File: config.mk
export PLATFORM = sky130hd
export DESIGN_NAME = loop_branch_resolver
export DESIGN_NICKNAME = d
export VERILOG_FILES = /design/src/rtl/lbr_pkg.sv /design/src/rtl/lbr_count_unit.sv /design/src/rtl/lbr_cond_unit.sv /design/src/rtl/lbr_target_unit.sv /design/src/rtl/loop_branch_resolver.sv
export SDC_FILE = /design/constraint.sdc
export NUM_CORES = 1
export LEC_CHECK = 0
export BUFFER_PORTS_ARGS = -buffer_cell sky130_fd_sc_hd__buf_2
export CAP_MARGIN = 30
export CORE_AREA = 2 2 202 204
export DETAILED_ROUTE_END_ITERATION = 8
export DIE_AREA = 0 0 204 206
export GPL_ROUTABILITY_DRIVEN = 1
export PLACE_DENSITY = 0.75
export RECOVER_POWER = 25
export SLEW_MARGIN = 20
export SYNTH_ARGS = -nofsm -noshare
export SYNTH_HDL_FRONTEND = slang
export SYNTH_HIERARCHICAL = 1
export SYNTH_SLANG_ARGS = --single-unit
export TNS_END_PERCENT = 20
File: constraint.sdc
create_clock -name clk -period 11.4 [get_ports clk]
set_input_delay 2.28 -clock clk [delete_from_list [all_inputs] [get_ports clk]]
set_output_delay 2.28 -clock clk [all_outputs]
set_load 0.01 [all_outputs]
File: src/rtl/lbr_pkg.sv
package lbr_pkg;

  typedef enum logic [1:0] {
    SZ_16  = 2'd0,
    SZ_32  = 2'd1,
    SZ_64  = 2'd2,
    SZ_64X = 2'd3
  } size_e;

  typedef enum logic [1:0] {
    VAR_PLAIN   = 2'd0,
    VAR_WHILE_Z = 2'd1,
    VAR_WHILE_NZ = 2'd2,
    VAR_ALT     = 2'd3
  } variant_e;

  typedef enum logic [1:0] {
    MODE_REAL = 2'd0,
    MODE_PROT = 2'd1,
    MODE_LONG = 2'd2,
    MODE_ALT  = 2'd3
  } mode_e;

endpackage

File: src/rtl/lbr_count_unit.sv
module lbr_count_unit
  import lbr_pkg::*;
#(
  parameter int XLEN = 64
) (
  input  size_e             size_i,
  input  logic [XLEN-1:0]   count_i,
  output logic [XLEN-1:0]   count_o,
  output logic              nonzero_o
);

  localparam logic [XLEN-1:0] MASK16 = {{(XLEN-16){1'b0}}, {16{1'b1}}};
  localparam logic [XLEN-1:0] MASK32 = {{(XLEN-32){1'b0}}, {32{1'b1}}};
  localparam logic [XLEN-1:0] MASKW  = {XLEN{1'b1}};

  logic [XLEN-1:0] width_mask;
  logic [XLEN-1:0] active;
  logic [XLEN-1:0] dec;

  always_comb begin
    unique case (size_i)
      SZ_16:   width_mask = MASK16;
      SZ_32:   width_mask = MASK32;
      default: width_mask = MASKW;
    endcase
    active    = count_i & width_mask;
    dec       = (active - {{(XLEN-1){1'b0}}, 1'b1}) & width_mask;
    count_o   = (count_i & ~width_mask) | dec;
    nonzero_o = |dec;
  end

endmodule

File: src/rtl/lbr_cond_unit.sv
module lbr_cond_unit
  import lbr_pkg::*;
(
  input  variant_e variant_i,
  input  logic     zf_i,
  input  logic     nonzero_i,
  output logic     take_o
);

  always_comb begin
    unique case (variant_i)
      VAR_WHILE_Z:  take_o = nonzero_i &  zf_i;
      VAR_WHILE_NZ: take_o = nonzero_i & ~zf_i;
      default:      take_o = nonzero_i;
    endcase
  end

endmodule

File: src/rtl/lbr_target_unit.sv
module lbr_target_unit
  import lbr_pkg::*;
#(
  parameter int XLEN    = 64,
  parameter int DISP_W  = 8,
  parameter int VA_BITS = 48
) (
  input  logic [XLEN-1:0]   ip_i,
  input  logic [DISP_W-1:0] disp_i,
  input  size_e             osize_i,
  input  mode_e             mode_i,
  input  logic [XLEN-1:0]   base_i,
  input  logic [XLEN-1:0]   limit_i,
  input  logic              take_i,
  input  logic              lock_i,
  output logic [XLEN-1:0]   target_o,
  output logic              gp_o,
  output logic              ud_o
);

  localparam int REAL_TOP = 16;
  localparam logic [XLEN-1:0] OMASK16 = {{(XLEN-16){1'b0}}, {16{1'b1}}};
  localparam logic [XLEN-1:0] OMASK32 = {{(XLEN-32){1'b0}}, {32{1'b1}}};

  logic [XLEN-1:0] disp_ext;
  logic [XLEN-1:0] raw_sum;
  logic            canonical;
  logic            seg_viol;
  logic            real_viol;

  assign disp_ext = {{(XLEN-DISP_W){disp_i[DISP_W-1]}}, disp_i};
  assign raw_sum  = ip_i + disp_ext;

  always_comb begin
    unique case (osize_i)
      SZ_16:   target_o = raw_sum & OMASK16;
      SZ_32:   target_o = raw_sum & OMASK32;
      default: target_o = raw_sum;
    endcase
  end

  generate
    if (VA_BITS < XLEN) begin : g_canon
      logic [XLEN-VA_BITS:0] upper;
      assign upper     = target_o[XLEN-1:VA_BITS-1];
      assign canonical = (&upper) | ~(|upper);
    end else begin : g_flat
      assign canonical = 1'b1;
    end
  endgenerate

  assign seg_viol  = (osize_i != SZ_16) &&
                     ((target_o < base_i) || (target_o > limit_i));
  assign real_viol = |target_o[XLEN-1:REAL_TOP];

  always_comb begin
    ud_o = lock_i;
    gp_o = 1'b0;
    if (!lock_i && take_i) begin
      unique case (mode_i)
        MODE_REAL: gp_o = real_viol;
        MODE_LONG: gp_o = ~canonical;
        default:   gp_o = seg_viol;
      endcase
    end
  end

endmodule

File: src/rtl/loop_branch_resolver.sv
module loop_branch_resolver
  import lbr_pkg::*;
#(
  parameter int XLEN    = 64,
  parameter int DISP_W  = 8,
  parameter int VA_BITS = 48
) (
  input  logic              clk,
  input  logic              rst_n,
  input  logic              in_valid,
  output logic              in_ready,
  input  logic [XLEN-1:0]   in_ip,
  input  logic [XLEN-1:0]   in_seq_ip,
  input  logic [XLEN-1:0]   in_count,
  input  logic [1:0]        in_asize,
  input  logic [1:0]        in_osize,
  input  logic [1:0]        in_variant,
  input  logic              in_zf,
  input  logic [DISP_W-1:0] in_disp,
  input  logic [XLEN-1:0]   in_cs_base,
  input  logic [XLEN-1:0]   in_cs_limit,
  input  logic [1:0]        in_mode,
  input  logic              in_lock,
  output logic              out_valid,
  input  logic              out_ready,
  output logic [XLEN-1:0]   out_count,
  output logic              out_taken,
  output logic [XLEN-1:0]   out_next_ip,
  output logic              out_gp,
  output logic              out_ud
);

  logic [XLEN-1:0] new_count;
  logic            cnt_nonzero;
  logic            take;
  logic [XLEN-1:0] target;
  logic            gp;
  logic            ud;
  logic            fault;
  logic            accept;
  mode_e           r_mode;

  lbr_count_unit #(.XLEN(XLEN)) u_count (
    .size_i   (size_e'(in_asize)),
    .count_i  (in_count),
    .count_o  (new_count),
    .nonzero_o(cnt_nonzero)
  );

  lbr_cond_unit u_cond (
    .variant_i(variant_e'(in_variant)),
    .zf_i     (in_zf),
    .nonzero_i(cnt_nonzero),
    .take_o   (take)
  );

  lbr_target_unit #(.XLEN(XLEN), .DISP_W(DISP_W), .VA_BITS(VA_BITS)) u_target (
    .ip_i    (in_ip),
    .disp_i  (in_disp),
    .osize_i (size_e'(in_osize)),
    .mode_i  (mode_e'(in_mode)),
    .base_i  (in_cs_base),
    .limit_i (in_cs_limit),
    .take_i  (take),
    .lock_i  (in_lock),
    .target_o(target),
    .gp_o    (gp),
    .ud_o    (ud)
  );

  assign fault    = gp | ud;
  assign in_ready = !out_valid || out_ready;
  assign accept   = in_valid && in_ready;

  always_ff @(posedge clk) begin
    if (!rst_n) begin
      out_valid   <= 1'b0;
      out_count   <= '0;
      out_taken   <= 1'b0;
      out_next_ip <= '0;
      out_gp      <= 1'b0;
      out_ud      <= 1'b0;
      r_mode      <= MODE_REAL;
    end else if (accept) begin
      out_valid   <= 1'b1;
      out_count   <= fault ? in_count : new_count;
      out_taken   <= take & ~fault;
      out_next_ip <= fault ? in_ip : (take ? target : in_seq_ip);
      out_gp      <= gp;
      out_ud      <= ud;
      r_mode      <= mode_e'(in_mode);
    end else if (out_ready) begin
      out_valid   <= 1'b0;
    end
  end

  assert_hold_R10: assert property (@(posedge clk) disable iff (!rst_n)
    out_valid && !out_ready |=> out_valid && $stable(out_next_ip) &&
      $stable(out_count) && $stable(out_taken) && $stable(out_gp) && $stable(out_ud));

  assert_fault_no_take_R9: assert property (@(posedge clk) disable iff (!rst_n)
    out_valid && (out_gp || out_ud) |-> !out_taken);

  assert_single_fault_R9: assert property (@(posedge clk) disable iff (!rst_n)
    $onehot0({out_gp, out_ud}));

  assert_real_range_R7: assert property (@(posedge clk) disable iff (!rst_n)
    out_valid && out_taken && r_mode == MODE_REAL |-> out_next_ip[XLEN-1:16] == '0);

  assert_canonical_R8: assert property (@(posedge clk) disable iff (!rst_n)
    out_valid && out_taken && r_mode == MODE_LONG |->
      ((&out_next_ip[XLEN-1:VA_BITS-1]) || !(|out_next_ip[XLEN-1:VA_BITS-1])));

endmodule

=== After elaboration in Yosys (flattened, before gate mapping) ===
Cells that the tools add are included.

* Register bits after elaboration: 132
* Input bits: 342
* Output and inout bits: 133
* Logic and storage cells: 55

* Add/subtract/negate cells: 2
* Magnitude comparators: 2
* Equality and inequality tests: 5
* Mux-type cells: 10
* Bitwise gates (word level): 14
* Reduce and logical (&&, ||, !) cells: 16

{| class="wikitable"
|+ Operator list
! operator !! number
|-
| $pmux W64 S2 || 2
|-
| $and A64 B64 Y64 || 3
|-
| $mux W64 || 3
|-
| $add A64 B64 Y64 || 1
|-
| $gt A64 B64 Y1 || 1
|-
| $lt A64 B64 Y1 || 1
|-
| $not A64 Y64 || 1
|-
| $or A64 B64 Y64 || 1
|-
| $reduce_or A64 Y1 || 1
|-
| $sub A64 B1 Y64 const B || 1
|-
| $reduce_or A48 Y1 || 1
|-
| $reduce_and A17 Y1 || 1
|-
| $reduce_or A17 Y1 || 1
|-
| $eq A2 B1 Y1 const B || 3
|-
| $logic_not A2 Y1 || 3
|-
| $eq A2 B2 Y1 const B || 2
|-
| $not A1 Y1 || 4
|-
| $pmux W1 S2 || 2
|-
| $reduce_bool A2 Y1 || 2
|-
| $and A1 B1 Y1 || 3
|-
| $logic_and A1 B1 Y1 || 3
|-
| $mux W1 || 3
|-
| $logic_not A1 Y1 || 2
|-
| $logic_or A1 B1 Y1 || 2
|-
| $or A1 B1 Y1 || 2
|}

=== Depth between registers and ports, before layout ===
Gate-level depths: netlist (run 1).

* Depth in word-level cells: 13
* Depth in mapped cells: 31

=== By module ===
Netlist (run 1), hierarchy kept.

{| class="wikitable"
|+ By module, submodules not included
! module !! times used !! cells an instance !! area an instance (um^2) !! sequential area each (um^2)
|-
| lbr_target_unit || 1 || 1204 || 8045.2 || 0.0
|-
| loop_branch_resolver || 1 || 815 || 6965.4 || 2642.5
|-
| lbr_count_unit || 1 || 430 || 2748.9 || 0.0
|-
| lbr_cond_unit || 1 || 4 || 32.5 || 0.0
|}

=== Worst setup path after synthesis (run 1) ===
No wires, ideal clock.

* Kind: in2reg
* Start: input in_ip[0]
* End: register out_next_ip[23]
* Data arrival time: 7116 ps
* Required time: 11283 ps
* Slack: 4167 ps
* Cell stages on the path: 28
* Path buffers: 2
* Cell sequence: ha_1 > inv_1 > fa_1 > nor2b_1 > o211ai_1 > a21oi_1 > o21ai_1 > a21oi_1 > a211oi_2 > o41ai_1 > mux2i_1 > ha_1 > nor2b_1 > o21ai_0 > nand2b_1 > a21oi_1 > nor2b_1 > o21ai_0 > nand2b_1 > a21oi_1 > o2111a_1 > a21oi_1 > a221oi_2 > or2_1 > buf_4 > clkbuf_1 > nand2b_1 > a32o_1

* Cells in the longest elaborated chain, start to end: 10
* Elaborated cells on any way between the ends: 17
* Those cells by class: 1 x add/sub; 2 x order compare; 5 x mux; 4 x bitwise; 5 x reduce/logical

{| class="wikitable"
|+ Ends and longest elaborated chain
! what !! line !! RTL
|-
| start, declared || loop_branch_resolver.sv:12 || <nowiki>input logic [XLEN-1:0] in_ip,</nowiki>
|-
| $add A64 B64 Y64 * || lbr_target_unit.sv:32 || <nowiki>assign raw_sum = ip_i + disp_ext;</nowiki>
|-
| $pmux W64 S2 * || lbr_target_unit.sv:35 || <nowiki>unique case (osize_i)</nowiki>
|-
| named net target[50] || loop_branch_resolver.sv:36 || <nowiki>logic [XLEN-1:0] target;</nowiki>
|-
| branches (longest 4 deep; another with $lt A64 B64 Y1) || - ||
|-
| $pmux W1 S2 * || lbr_target_unit.sv:60 || <nowiki>unique case (mode_i)</nowiki>
|-
| $mux W1 * || lbr_target_unit.sv:59 || <nowiki>if (!lock_i && take_i) begin</nowiki>
|-
| named net gp || loop_branch_resolver.sv:37 || <nowiki>logic gp;</nowiki>
|-
| $or A1 B1 Y1 * || loop_branch_resolver.sv:71 || <nowiki>assign fault = gp | ud;</nowiki>
|-
| $mux W64 * || loop_branch_resolver.sv:88 || <nowiki>out_next_ip <= fault ? in_ip : (take ? target : in_seq_ip);</nowiki>
|-
| end signal, assigned || loop_branch_resolver.sv:88 ||
|-
| end, declared || loop_branch_resolver.sv:28 || <nowiki>output logic [XLEN-1:0] out_next_ip,</nowiki>
|}

Mark *: on every way through the listed nets, which the timed path passes.
A chain may end at the register's enable or synchronous reset.

=== Final worst setup path (run 1) ===
* Start: input in_disp[7]
* End: register out_count[7]

* Cells in the longest elaborated chain, start to end: 10
* Elaborated cells on any way between the ends: 16
* Those cells by class: 1 x add/sub; 2 x order compare; 4 x mux; 4 x bitwise; 5 x reduce/logical

{| class="wikitable"
|+ Ends and longest elaborated chain
! what !! line !! RTL
|-
| start, declared || loop_branch_resolver.sv:19 || <nowiki>input logic [DISP_W-1:0] in_disp,</nowiki>
|-
| $add A64 B64 Y64 * || lbr_target_unit.sv:32 ||
|-
| $pmux W64 S2 * || lbr_target_unit.sv:35 ||
|-
| named net target[61] || loop_branch_resolver.sv:36 ||
|-
| branches (longest 4 deep; another with $lt A64 B64 Y1) || - ||
|-
| $pmux W1 S2 * || lbr_target_unit.sv:60 ||
|-
| $mux W1 * || lbr_target_unit.sv:59 ||
|-
| named net gp || loop_branch_resolver.sv:37 ||
|-
| $or A1 B1 Y1 * || loop_branch_resolver.sv:71 ||
|-
| $mux W64 * || loop_branch_resolver.sv:86 || <nowiki>out_count <= fault ? in_count : new_count;</nowiki>
|-
| end signal, assigned || loop_branch_resolver.sv:86 ||
|-
| end, declared || loop_branch_resolver.sv:26 || <nowiki>output logic [XLEN-1:0] out_count,</nowiki>
|}

Marks and branches as above.

==> impl_metrics.toml, run 1 <==
[worst_setup_path]
path_cells = "buf_2 -> buf_4 -> ha_1 -> a21oi_1 -> o21bai_1 -> a21oi_1 -> o21ai_1 -> a221oi_1 -> nor2_1 -> nor4_1 -> mux2i_1 -> ha_1 -> nand4_1 -> nor2_1 -> nand2_1 -> or4_1 -> a31oi_1 -> o21ai_0 -> a221oi_2 -> or2_4 -> buf_12 -> nand2_1 -> a311oi_1"
cp_slowest_cell = "or2_4"
cp-end-kind = "register"
critPathArrivalTime_ps = 9450
crit_fanout = 74
crit_type = "input pin to register"
reg2reg_slack_ps = 8790
start_kind = "input pin"
worstPathRequired_ps = 11740
critical-path-max-stage-delay_ps = 670

[cells_and_area]
syn_to_final_growth_pct = 17.0
final_nets = 3345
drive_gt1_frac = 0.182

[clock_network]
cts-htree-levels = 4
postCtsHoldBufs = 0
cts_root_buf = "clkbuf_16"
path_clk_slew_ps = 70
cts_tree = "yes"
clkLatencyLatePin_ps = 450
postCtsSetupBuffers = 0
numCtsBuffers = 17
cts.repair.resized = 0
clockBufferDepth = 2
cts_sinks = 132

[routing]
drc = 0
wl_per_cell_um = 21.4
drtPass1Iterations = 7
first_iter_violations = 1989
ant_nets = 0
vias_per_cell = 6.15
vias = 20600
drt-total-wl_mm = 71.9

[sta]
hold_ws_ps = 485
hold_violations = 0
period_share = 0.799
tns_ps = 0
max_clock_freq_ghz = 0.110
drv_slew = 0
rsz0062_at_grt = "false"
relSlewSlack = 0.310
finalCriticalPeriod_ps = 9110
skew_ps = 13.0
setup_viol = 0
fin_ws_ps = 2290
tightest_slew_ps = 1040

[synth]
seq_area_frac_synth = 0.149
synthTopCellsByCount = "nand2_1 (333), a21oi_1 (210), ha_1 (193), inv_1 (158), nor2_1 (153)"
syn-num-nets = 2989
synth_top_area_frac = 0.149
yosysMostFrequentCell = "nand2_1"
synth_edf_count = 0
yosysTopAreaCell = "dfxtp_1"
netlist_instances = 2453
synth-seq-cells = 132
async_flop_share = 0
ys_top_cells_by_area = "dfxtp_1 (15%), ha_1 (14%), nand2_1 (7.0%)"
ys_types = 95
yosys_warnings = 6
syn_area_per_cell_um2 = 7.25
syn_area_um2 = 17800
ys.flop_type = "dfxtp_1"

[outcome]
status = "finished clean"

[power]
comb_power_share = 0.468
power_switching_w = 0.000904
clkPwrFrac = 0.287
powerDensity_nw_per_um2 = 104
p_leak_nw = 9.48
p_int_w = 0.00125
switching_share = 0.419
ir_drop_v = 0.000105
p_seq_frac = 0.245

[placement]
place_hpwl_mm = 56.3
gp_congestion = 1.04
pre_cts_ws_ps = 2060
numPortBuffers = 474

[floorplan]
rows = 74
initial_utilization = 0.443
ios = 475
core_region_area_um2 = 40200
die_h_um = 206
die-area_um2 = 42000
dieWidth_um = 204

[global_route]
grt_max_degree = 130
antenna_found_initial = 5
grt_pass1_vias = 20100
track_usage = 0.329
grt_overflow = 0
grt_pass1_wl_mm = 109

[worst_hold_path]
hp-class = "register to register"

[run]
drv_cap = 0
-- logic make-up (layout without fill, tap and decap cells) --
group           after synthesis  in the layout  share of synthesized area
compound gates              694            694                      0.273
simple gates                904            904                      0.256
fa+ha+maj                   194            194                      0.137
other cells                   0              3                          0
buf+inv                     317            686                     0.0764
xor+xnor                    138            138                     0.0679
mux                          74             74                     0.0416
flops                       132            132                      0.149
-- final timing paths --
check,end,start,cells after the start
setup reg to reg,out_gp$_SDFFE_PN0P_,out_valid$_SDFFE_PN0P_,5
hold / removal,out_ud$_SDFFE_PN0P_,out_ud$_SDFFE_PN0P_,2
setup / recovery,out_count[7]$_SDFFE_PN0P_,in_disp[7],23
hold reg to reg,out_ud$_SDFFE_PN0P_,out_ud$_SDFFE_PN0P_,2
-- cell usage in the layout, fill, tap and decap left out, types with 74 or more instances in the layout --
cell and instances:
a21oi_1 210, buf_2 407, mux2i_1 74, dfxtp_1 132
o21ai_0 94, inv_1 158, ha_1 193, nand2_1 333
xnor2_1 78, nor2_1 152, nand2b_1 94
-- worst max-delay path, delay by kind of cell --
family / cells / cell delay [ps]
simple gates: 8 / 2300
compound gates: 9 / 2200
buf+inv: 3 / 1310
mux: 1 / 650
fa+ha+maj: 2 / 650
-- power groups by stage --
stage                     clock network (W)  logic [W]  registers [W]
final                              0.000620    0.00101       0.000528
after global routing               0.000648    0.00110       0.000532
after CTS                          0.000628   0.000997       0.000527
after detailed placement                  0   0.000991       0.000537
after global placement                    0   0.000968       0.000536
after floorplan                           0   0.000633       0.000552
-- flip-flops by register name, indices dropped and copies added, names as in the netlist --
name         count
out_count       64
out_gp           1
out_next_ip     64
out_taken        1
out_ud           1
out_valid        1
-- routing by layer --
layer,up-vias,wire length (µm),GRT usage,share of wire
met4,8,3150,0.142,0.044
met3,195,5520,0.0525,0.077
li1,9636,-,-,-
met1,9792,28700,0.400,0.40
met2,1018,34400,0.572,0.48
met5,-,56,0,0.00078
-- stage by stage --
| step | instances | instance area [µm²] | total power, W | util |
|---|---|---|---|---|
| floorplan | 2453 | 17800 | 0.00119 | - |
| global placement | 3321 | 20300 | 0.00150 | 0.504 |
| detailed placement | 3322 | 20300 | 0.00153 | 0.504 |
| CTS | 3354 | 20900 | 0.00215 | 0.520 |
| global route | 3355 | 20800 | 0.00228 | 0.518 |
| finish | 3357 | 20800 | 0.00216 | 0.518 |
-- cell type report --
class / instances / area, µm²
Sequential cell: 132 / 2640
Clock buffer: 18 / 429
Tap cell: 532 / 666
Fill cell: 4045 / 19400
Inverter: 161 / 607
Multi-Input combinational cell: 2004 / 13800
Timing Repair Buffer: 493 / 2460
Clock inverter: 14 / 199
Antenna cell: 3 / 7.51
(Power assumes the default switching activity.)
==> run 2: changes to the inputs <==
Settings changed: PLACE_DENSITY 0.75 to 0.77.
Clock period 11.4 ns to 7.3 ns, I/O delays scaled along.
==> impl_metrics.toml, run 2 (synthesized netlist as in run 1, its figures left out) <==
[floorplan]
die_h_um = 206
initial_utilization = 0.443
core_region_area_um2 = 40200
ios = 475
die-area_um2 = 42000
dieWidth_um = 204
rows = 74

[routing]
drc = 0
first_iter_violations = 2412
wl_per_cell_um = 21.3
drt-total-wl_mm = 73.5
ant_nets = 0
drtPass1Iterations = 6
vias = 21300
vias_per_cell = 6.18

[power]
ir_drop_v = 0.000187
p_leak_nw = 9.97
powerDensity_nw_per_um2 = 155

[clock_network]
cts_tree = "yes"
postCtsHoldBufs = 0
path_clk_slew_ps = 70
numCtsBuffers = 17
cts_sinks = 132
clockBufferDepth = 2
cts-htree-levels = 4
cts_root_buf = "clkbuf_16"
clkLatencyLatePin_ps = 460

[worst_setup_path]
critical_path_buf_inv_count = 6
path_delay_family = "compound AO/OA/AOI/OAI gates"
crit_type = "input pin to register"
crit_fanout = 26
cpMostUsedCell = "buf_4"
start_kind = "input pin"
critical-path-max-stage-delay_ps = 720
critPathArrivalTime_ps = 7490
worstPathRequired_ps = 7650
cp-end-kind = "register"
cp_slowest_cell = "a2111oi_1"

[global_route]
grt_pass1_wl_mm = 110
grt_max_degree = 87
track_usage = 0.332
grt_pass1_vias = 20400
grt_overflow = 0
antenna_found_initial = 2

[outcome]
status = "finished clean"

[sta]
finalCriticalPeriod_ps = 7150
max_clock_freq_ghz = 0.140
skew_ps = 9.00
period_share = 0.979
tightest_slew_ps = 932
drv_slew = 0
relSlewSlack = 0.379
fin_ws_ps = 153
hold_violations = 0
hold_ws_ps = 485
setup_viol = 0

[placement]
place_hpwl_mm = 57.4
gp_congestion = 1.03
pre_cts_ws_ps = -398
numPortBuffers = 474

[cells_and_area]
fill_cells = 3985
post-route-util = 0.539
syn_to_final_growth_pct = 21.7
final_cell_mix = "buf_2 (408), nand2_1 (333), a21oi_1 (205)"
largestRegisters = "out_count (64), out_next_ip (64)"
final_common_cell = "buf_2"
drive_gt1_frac = 0.215
final_nets = 3443

[run]
drv_cap = 0

[worst_hold_path]
hp-class = "register to register"
-- run 2: report_power, final --
group	internal, W	switching (W)	total [W]
Combinational	0.000673	0.00101	0.00168
Sequential	0.000787	0.0000397	0.000826
Clock	0.000465	0.000383	0.000849
Total	0.00193	0.00143	0.00336
-- run 2: path summary, 6_finish.rpt --
path              cells past startpoint  slack (ps)                           end                    from
setup / recovery                     25         150  out_next_ip[43]$_SDFFE_PN0P_              in_disp[7]
hold / removal                        2         480           out_gp$_SDFFE_PN0P_     out_gp$_SDFFE_PN0P_
setup reg to reg                      5        4800  out_next_ip[21]$_SDFFE_PN0P_  out_valid$_SDFFE_PN0P_
hold reg to reg                       2         480           out_gp$_SDFFE_PN0P_     out_gp$_SDFFE_PN0P_
-- run 2: area by class of cell --
class	count	area, µm²	share of cell area
well taps	532	666	0.0307
clock inverters	10	85.1	0.00393
repair buffers	591	3280	0.152
multi-input cells	2004	13900	0.643
inverters	161	607	0.0280
clock buffers	22	444	0.0205
flip-flops and latches	132	2640	0.122
diodes	2	5.00	0.000231
-- run 2: per-layer routing --
metal | part of all wire | track usage | routed length, µm
met5 | 0.00018 | 0 | 13
met4 | 0.053 | 0.176 | 3880
met3 | 0.077 | 0.0487 | 5670
met2 | 0.47 | 0.567 | 34700
met1 | 0.40 | 0.402 | 29300
-- run 2: per-stage QoR --
stage	instance area [µm²]	TNS (ps)	instances	power, W
3_5_place_dp	21000	-44460	3415	0.00246
3_3_place_gp	21000	-43190	3415	0.00242
4_1_cts	21600	0	3447	0.00331
6_report	21700	0	3454	0.00336
2_1_floorplan	17800	0	2453	0.00185
5_1_grt	21700	-211	3453	0.00354
-- run 2: timing repair --
item                       4_1_cts  5_1_grt
setup endpoints to repair        0      129
resized for setup                0       29
setup buffers                    0        3
-- run 2: worst min-delay path, cell delays in order (launching register included) --
cell and delay [ps]:
dfxtp_1 310, o21ai_0 70, a21oi_1 60
